--- src/rtl/pwm_pkg.sv ---
package pwm_pkg;

    localparam int PWM_DATA_W  = 16;
    localparam int PWM_CNT_W   = 13;
    localparam int PWM_SHIFT_W = 3;
    localparam int PWM_FIX_DIV = 1625;
    localparam int PWM_EN_BIT  = 15;
    localparam int PWM_FIX_BIT = 3;

    typedef enum logic [1:0] {
        SEL_CTRL   = 2'd0,
        SEL_PERIOD = 2'd1,
        SEL_DUTY   = 2'd2,
        SEL_NONE   = 2'd3
    } reg_sel_e;

endpackage

--- src/rtl/pwm_fixdiv.sv ---
// Fixed-ratio prescale stage: one-cycle pulse every FIX_DIV cycles when used,
// otherwise a pulse every cycle.
module pwm_fixdiv #(
    parameter int FIX_DIV = pwm_pkg::PWM_FIX_DIV
) (
    input  logic clk,
    input  logic rst_n,
    input  logic clear,
    input  logic use_fix,
    output logic pulse
);
    localparam int FW = (FIX_DIV > 1) ? $clog2(FIX_DIV) : 1;
    localparam logic [FW-1:0] LAST = FW'(FIX_DIV - 1);

    typedef struct packed {
        logic [FW-1:0] cnt;
    } fix_state_t;

    fix_state_t st_d, st_q;

    always_comb begin
        st_d = st_q;
        pulse = 1'b1;
        if (use_fix) begin
            pulse = (st_q.cnt == LAST);
        end
        if (clear || !use_fix) begin
            st_d.cnt = '0;
        end else if (pulse) begin
            st_d.cnt = '0;
        end else begin
            st_d.cnt = st_q.cnt + 1'b1;
        end
    end

    always_ff @(posedge clk or negedge rst_n) begin
        if (!rst_n) begin
            st_q <= '0;
        end else begin
            st_q <= st_d;
        end
    end

    AST_FIX_RANGE: assert property (@(posedge clk) disable iff (!rst_n)
        st_q.cnt <= LAST);

    AST_FIX_SPACING: assert property (@(posedge clk) disable iff (!rst_n)
        (pulse && use_fix && !clear && FIX_DIV > 1) |=> (!use_fix || !pulse));

endmodule

--- src/rtl/pwm_pow2div.sv ---
// Power-of-two stage: advances on each step, ticks when the low SHIFT bits are all ones.
module pwm_pow2div #(
    parameter int SHIFT_W = pwm_pkg::PWM_SHIFT_W
) (
    input  logic               clk,
    input  logic               rst_n,
    input  logic               clear,
    input  logic               step,
    input  logic [SHIFT_W-1:0] shift,
    output logic               tick
);
    localparam int PW = (2 ** SHIFT_W) - 1;

    typedef struct packed {
        logic [PW-1:0] cnt;
    } p2_state_t;

    p2_state_t   st_d, st_q;
    logic [PW-1:0] mask;

    always_comb begin
        for (int i = 0; i < PW; i++) begin
            mask[i] = (32'(i) < 32'(shift));
        end
    end

    always_comb begin
        st_d = st_q;
        tick = step && ((st_q.cnt & mask) == mask);
        if (clear) begin
            st_d.cnt = '0;
        end else if (step) begin
            st_d.cnt = st_q.cnt + 1'b1;
        end
    end

    always_ff @(posedge clk or negedge rst_n) begin
        if (!rst_n) begin
            st_q <= '0;
        end else begin
            st_q <= st_d;
        end
    end

    AST_POW2_WRAP: assert property (@(posedge clk) disable iff (!rst_n)
        (tick && !clear) |=> ((st_q.cnt & $past(mask)) == '0));

    AST_POW2_IDLE: assert property (@(posedge clk) disable iff (!rst_n)
        (!step && !clear) |=> $stable(st_q.cnt));

endmodule

--- src/rtl/pwm_period_cnt.sv ---
// Period counter and output compare.
module pwm_period_cnt #(
    parameter int CNT_W = pwm_pkg::PWM_CNT_W
) (
    input  logic             clk,
    input  logic             rst_n,
    input  logic             run,
    input  logic             tick,
    input  logic [CNT_W-1:0] limit,
    input  logic [CNT_W-1:0] thresh,
    output logic             wrap,
    output logic             level
);
    typedef struct packed {
        logic [CNT_W-1:0] cnt;
    } pc_state_t;

    pc_state_t st_d, st_q;

    always_comb begin
        st_d  = st_q;
        wrap  = run && tick && (st_q.cnt == limit);
        level = run && (st_q.cnt < thresh);
        if (!run) begin
            st_d.cnt = '0;
        end else if (tick) begin
            st_d.cnt = (st_q.cnt == limit) ? '0 : st_q.cnt + 1'b1;
        end
    end

    always_ff @(posedge clk or negedge rst_n) begin
        if (!rst_n) begin
            st_q <= '0;
        end else begin
            st_q <= st_d;
        end
    end

    AST_CNT_LE_LIMIT: assert property (@(posedge clk) disable iff (!rst_n)
        run |-> (st_q.cnt <= limit));

    AST_IDLE_ZERO: assert property (@(posedge clk) disable iff (!rst_n)
        !run |=> (st_q.cnt == '0));

    AST_HOLD_NO_TICK: assert property (@(posedge clk) disable iff (!rst_n)
        (run && !tick) |=> (!run || $stable(st_q.cnt)));

endmodule

--- src/rtl/pwm_prescaled.sv ---
module pwm_prescaled #(
    parameter int DATA_W  = pwm_pkg::PWM_DATA_W,
    parameter int CNT_W   = pwm_pkg::PWM_CNT_W,
    parameter int SHIFT_W = pwm_pkg::PWM_SHIFT_W,
    parameter int FIX_DIV = pwm_pkg::PWM_FIX_DIV,
    parameter int EN_BIT  = pwm_pkg::PWM_EN_BIT,
    parameter int FIX_BIT = pwm_pkg::PWM_FIX_BIT
) (
    input  logic              clk,
    input  logic              rst_n,
    input  logic              wr_en,
    input  logic [1:0]        wr_sel,
    input  logic [DATA_W-1:0] wr_data,
    output logic              pwm_out
);
    import pwm_pkg::*;

    typedef struct packed {
        logic               en;
        logic               fix;
        logic [SHIFT_W-1:0] shift;
    } ctrl_t;

    typedef struct packed {
        ctrl_t            ctrl;
        logic [CNT_W-1:0] limit;
        logic [CNT_W-1:0] thresh;
    } cfg_t;

    typedef struct packed {
        cfg_t stg;
        cfg_t act;
    } top_state_t;

    top_state_t st_d, st_q;
    logic run, load, fix_pulse, tick, wrap, level;

    assign run  = st_q.stg.ctrl.en && st_q.act.ctrl.en;
    assign load = !run || wrap;

    always_comb begin
        st_d = st_q;
        if (wr_en) begin
            unique case (reg_sel_e'(wr_sel))
                SEL_CTRL: begin
                    st_d.stg.ctrl.en    = wr_data[EN_BIT];
                    st_d.stg.ctrl.fix   = wr_data[FIX_BIT];
                    st_d.stg.ctrl.shift = wr_data[SHIFT_W-1:0];
                end
                SEL_PERIOD: st_d.stg.limit  = wr_data[CNT_W-1:0];
                SEL_DUTY:   st_d.stg.thresh = wr_data[CNT_W-1:0];
                SEL_NONE:   ;
                default:    ;
            endcase
        end
        if (load) begin
            st_d.act = st_q.stg;
        end
    end

    always_ff @(posedge clk or negedge rst_n) begin
        if (!rst_n) begin
            st_q <= '0;
        end else begin
            st_q <= st_d;
        end
    end

    pwm_fixdiv #(.FIX_DIV(FIX_DIV)) i_fixdiv (
        .clk     (clk),
        .rst_n   (rst_n),
        .clear   (load),
        .use_fix (st_q.act.ctrl.fix),
        .pulse   (fix_pulse)
    );

    pwm_pow2div #(.SHIFT_W(SHIFT_W)) i_pow2div (
        .clk   (clk),
        .rst_n (rst_n),
        .clear (load),
        .step  (fix_pulse && run),
        .shift (st_q.act.ctrl.shift),
        .tick  (tick)
    );

    pwm_period_cnt #(.CNT_W(CNT_W)) i_period (
        .clk    (clk),
        .rst_n  (rst_n),
        .run    (run),
        .tick   (tick),
        .limit  (st_q.act.limit),
        .thresh (st_q.act.thresh),
        .wrap   (wrap),
        .level  (level)
    );

    assign pwm_out = level;

    AST_ACT_HOLD: assert property (@(posedge clk) disable iff (!rst_n)
        (run && !wrap) |=> $stable(st_q.act));

    AST_OFF_LOW: assert property (@(posedge clk) disable iff (!rst_n)
        !st_q.stg.ctrl.en |-> !pwm_out);

    AST_NONE_SEL: assert property (@(posedge clk) disable iff (!rst_n)
        (wr_en && wr_sel == 2'd3) |=> $stable(st_q.stg));

endmodule

--- config.mk ---
export PLATFORM = sky130hd
export DESIGN_NAME = pwm_prescaled
export DESIGN_NICKNAME = d
export VERILOG_FILES = /design/src/rtl/pwm_pkg.sv /design/src/rtl/pwm_fixdiv.sv /design/src/rtl/pwm_pow2div.sv /design/src/rtl/pwm_period_cnt.sv /design/src/rtl/pwm_prescaled.sv
export SDC_FILE = /design/constraint.sdc
export NUM_CORES = 1
export LEC_CHECK = 0
export ABC_AREA = 1
export BUFFER_PORTS_ARGS = -buffer_cell sky130_fd_sc_hd__buf_4
export CORE_MARGIN = 2
export CORE_UTILIZATION = 34
export DETAILED_ROUTE_END_ITERATION = 6
export RECOVER_POWER = 25
export SETUP_SLACK_MARGIN = 0.2
export SYNTH_ARGS = -nofsm -noshare
export SYNTH_HDL_FRONTEND = slang
export SYNTH_HIERARCHICAL = 1
export SYNTH_SLANG_ARGS = --single-unit
--- constraint.sdc ---
create_clock -name clk -period 3 [get_ports clk]
set_input_delay 0.75 -clock clk [delete_from_list [all_inputs] [get_ports clk]]
set_output_delay 0.75 -clock clk [all_outputs]
set_load 0.02 [all_outputs]
==> reports/metrics.csv <==
metric,value,unit
gr-usage-all-layers,14.1,%
floorplan_die_area,16000,um2
timing.final.setup_violations,0,
clkSinkCount,93,
timing.setup.critical_path_class,flip-flop to output port,
layout.cells.most_common_list,"nand2_1 (262), dfrtp_1 (90), inv_1 (70)",
cpPeakStageDelay,0.48,ns
maxCapViolations,0,
postLayoutCellArea,5720,um2
cp_num_buf_inv,1,
routabilityCongestion,0.753,
drc,0,
type_of_element_launching_the_critical_path,flip-flop,
avg_inst_size_synth,7.53,um2
route.detailed.wl_per_inst,12.2,um
crit_path_frequent_cell,a21oi_1,
worst_setup_hold_path_clk_slew,0.08,ns
tritoncts,yes,
io_buffers,19,
grt_start_max_net_pins,50,
via_per_inst,4.65,
grt_remaining_overflow,0,
net_count_after_synthesis,714,
timing.critical_path.fanout_max,7,
fin_setup_tns,0,ns
ctsHtreeMaxLevel,3,
setup.worst_path.end_class,output port,
finalClockSkew,0.0105,ns
report.final.slew_viol_count,0,
worst_skew_late_latency,0.35,ns
synth_top_area_cell,dfrtp_1,
crit_path_cell_trace,"ha_1, a21oi_1, o21ai_0, a21oi_1, nand2_1, nor2_2, buf_4",
num_io_pins,22,
first_global_vias,3701,
layout.cells.most_common,nand2_1,
required_time_of_the_critical_path,2.25,ns
floorplan.rows,44,
actual_slew_at_the_worst_max_slew_pin,1.44,ns
path_delay_family,flip-flops,
num-fill-cells,1530,
cts-buffers-inserted,9,
die_h,126,um
cts-hold-fix-buffers,0,
static-leakage-power,2.96,nW
powerDensity,559,nW/um2
detailedPlacementHpwl,7240,um
min_path_type,flip-flop to flip-flop,
synth.top_cell.area_share,45.6,%
detailed_place.area,5340,um2
critPathSlowestCell,dfrtp_1,
routed-via-count,4083,
slew_headroom,3.90,%
period_share,87.3,%
outcome,finished clean,
placeableCoreArea,14600,um2
grt_antenna_before_repair,0,
ys_seq_elements,93,
starting_density_of_the_core,34.9,%
master_cell_of_the_clock_root_buffer,clkbuf_16,
maxClockFrequency,382,MHz
die-width,126,um
drt_pre_antenna_iters,4,
ant_nets,0,
max_ir_drop_vdd,0.251,mV
ff_latch_area,2330,um2
clk_path_buf_depth,2,
yosysWarnings,6,
setup_repair_after_global_routing_missed_its_margin,false,
antenna_cells,0,
drt-initial-drc-count,242,
cp.arrival,1.87,ns
layout_min_cycle_time,2.62,ns
synthesis.area,5100,um2
first_pass_grt_wire_length,18500,um
area_delta_synth_final,12.2,%
area_of_the_multi_input_gates,2290,um2
cell_count_after_synthesis,677,
layout-drive-gt1-share,11.1,%
final_hold_viol_count,0,
nets,726,
synth_area_leaders,"dfrtp_1 (46%), nand2_1 (19%), nand4_1 (7.6%)",
synth_seq_area_share,45.6,%
postRouteWirelength,10700,um
synth.distinct_cells,26,
==> kinds of logic (layout without fill, tap and decap cells) <==
kind of cell,Yosys count,count (layout),synth area share (%)
compound gates,19,19,1.99
xor+xnor,13,13,2.23
fa+ha+maj,16,16,3.93
buf+inv,112,129,9.89
flops,93,93,45.6
simple gates,424,424,36.3
==> sequential cells by signal (all words and copies together) (netlist names) <==
register,flops
i_pow2div/st_q,7
i_fixdiv/st_q,11
i_period/st_q,13
st_q,62
==> repair_timing <==
action | 4_1_cts | 5_1_grt
setup endpoints to repair | 0 | 47
resized for setup | 0 | 11
setup buffers | 0 | 6
==> where the power goes <==
group / total (mW) / switching (mW) / internal [mW]
registers: 1.52 / 0.108 / 1.41
clock network: 1.21 / 0.543 / 0.670
logic: 0.470 / 0.302 / 0.168
total: 3.20 / 0.952 / 2.25
==> cell type report <==
| class | instances | share of cell area, % |
|---|---|---|
| flip-flops and latches | 93 | 40.7 |
| well taps | 184 | 4.02 |
| clock buffers | 9 | 3.94 |
| multi-input cells | 472 | 40.0 |
| repair buffers | 32 | 4.37 |
| inverters | 81 | 5.31 |
| clock inverters | 7 | 1.55 |
==> path summary, 6_finish.rpt <==
path                                   from           endpoint  slack, ns  cells past startpoint
max                        i_period/st_q[8]            pwm_out       0.38                      7
min                                st_q[55]           st_q[55]       0.47                      2
max reg2reg                i_fixdiv/st_q[0]  i_pow2div/st_q[4]       0.47                     21
min reg2reg                        st_q[55]           st_q[55]       0.47                      2
max in group asynchronous             rst_n  i_period/st_q[10]       1.44                      2
min in group asynchronous             rst_n   i_fixdiv/st_q[9]       0.68                      1
==> cells in the mapped netlist, drive strengths merged <==
master / count
a21boi: 1
a21oi: 9
buf: 28
clkbuf: 3
dfrtp: 93
ha: 16
inv: 81
nand2: 266
nand3: 37
nand4: 62
nor2: 56
nor3: 3
o21ai: 9
xnor2: 5
xor2: 8
==> stage by stage <==
step                instances  setup slack (ns)  total power [mW]  hold WS [ns]  util [%]
floorplan                 677             0.455              1.86         0.442         -
global placement          856             0.265              2.00         0.450      36.6
detailed placement        856             0.240              2.00         0.461      36.6
CTS                       872             0.211              3.23         0.447      38.7
global route              878             0.171              3.40         0.492      39.2
finish                    878             0.381              3.20         0.472      39.2
==> worst register-to-register path: stages (launching register included) <==
cell	delay, ns
dfrtp_1	0.41
inv_1	0.07
ha_1	0.14
nand2_1	0.05
nor2_1	0.09
nand3_1	0.13
nand2_1	0.08
inv_1	0.06
nor2_4	0.12
inv_2	0.08
a21oi_1	0.12
nand2_1	0.08
a21oi_2	0.13
nand2_1	0.08
nor2_1	0.10
inv_1	0.09
nand3_4	0.10
inv_2	0.12
nand2_4	0.10
inv_2	0.05
nor3_1	0.16
nor2_1	0.06
==> layer usage <==
metal / share of wire [%] / vias to the layer above / track usage [%]
li1: - / 2176 / -
met1: 53 / 1850 / 21.3
met2: 43 / 46 / 20.7
met3: 2.1 / 11 / 1.48
met4: 1.7 / 0 / 5.82
met5: 0 / - / 0
(Power assumes the default switching activity.)
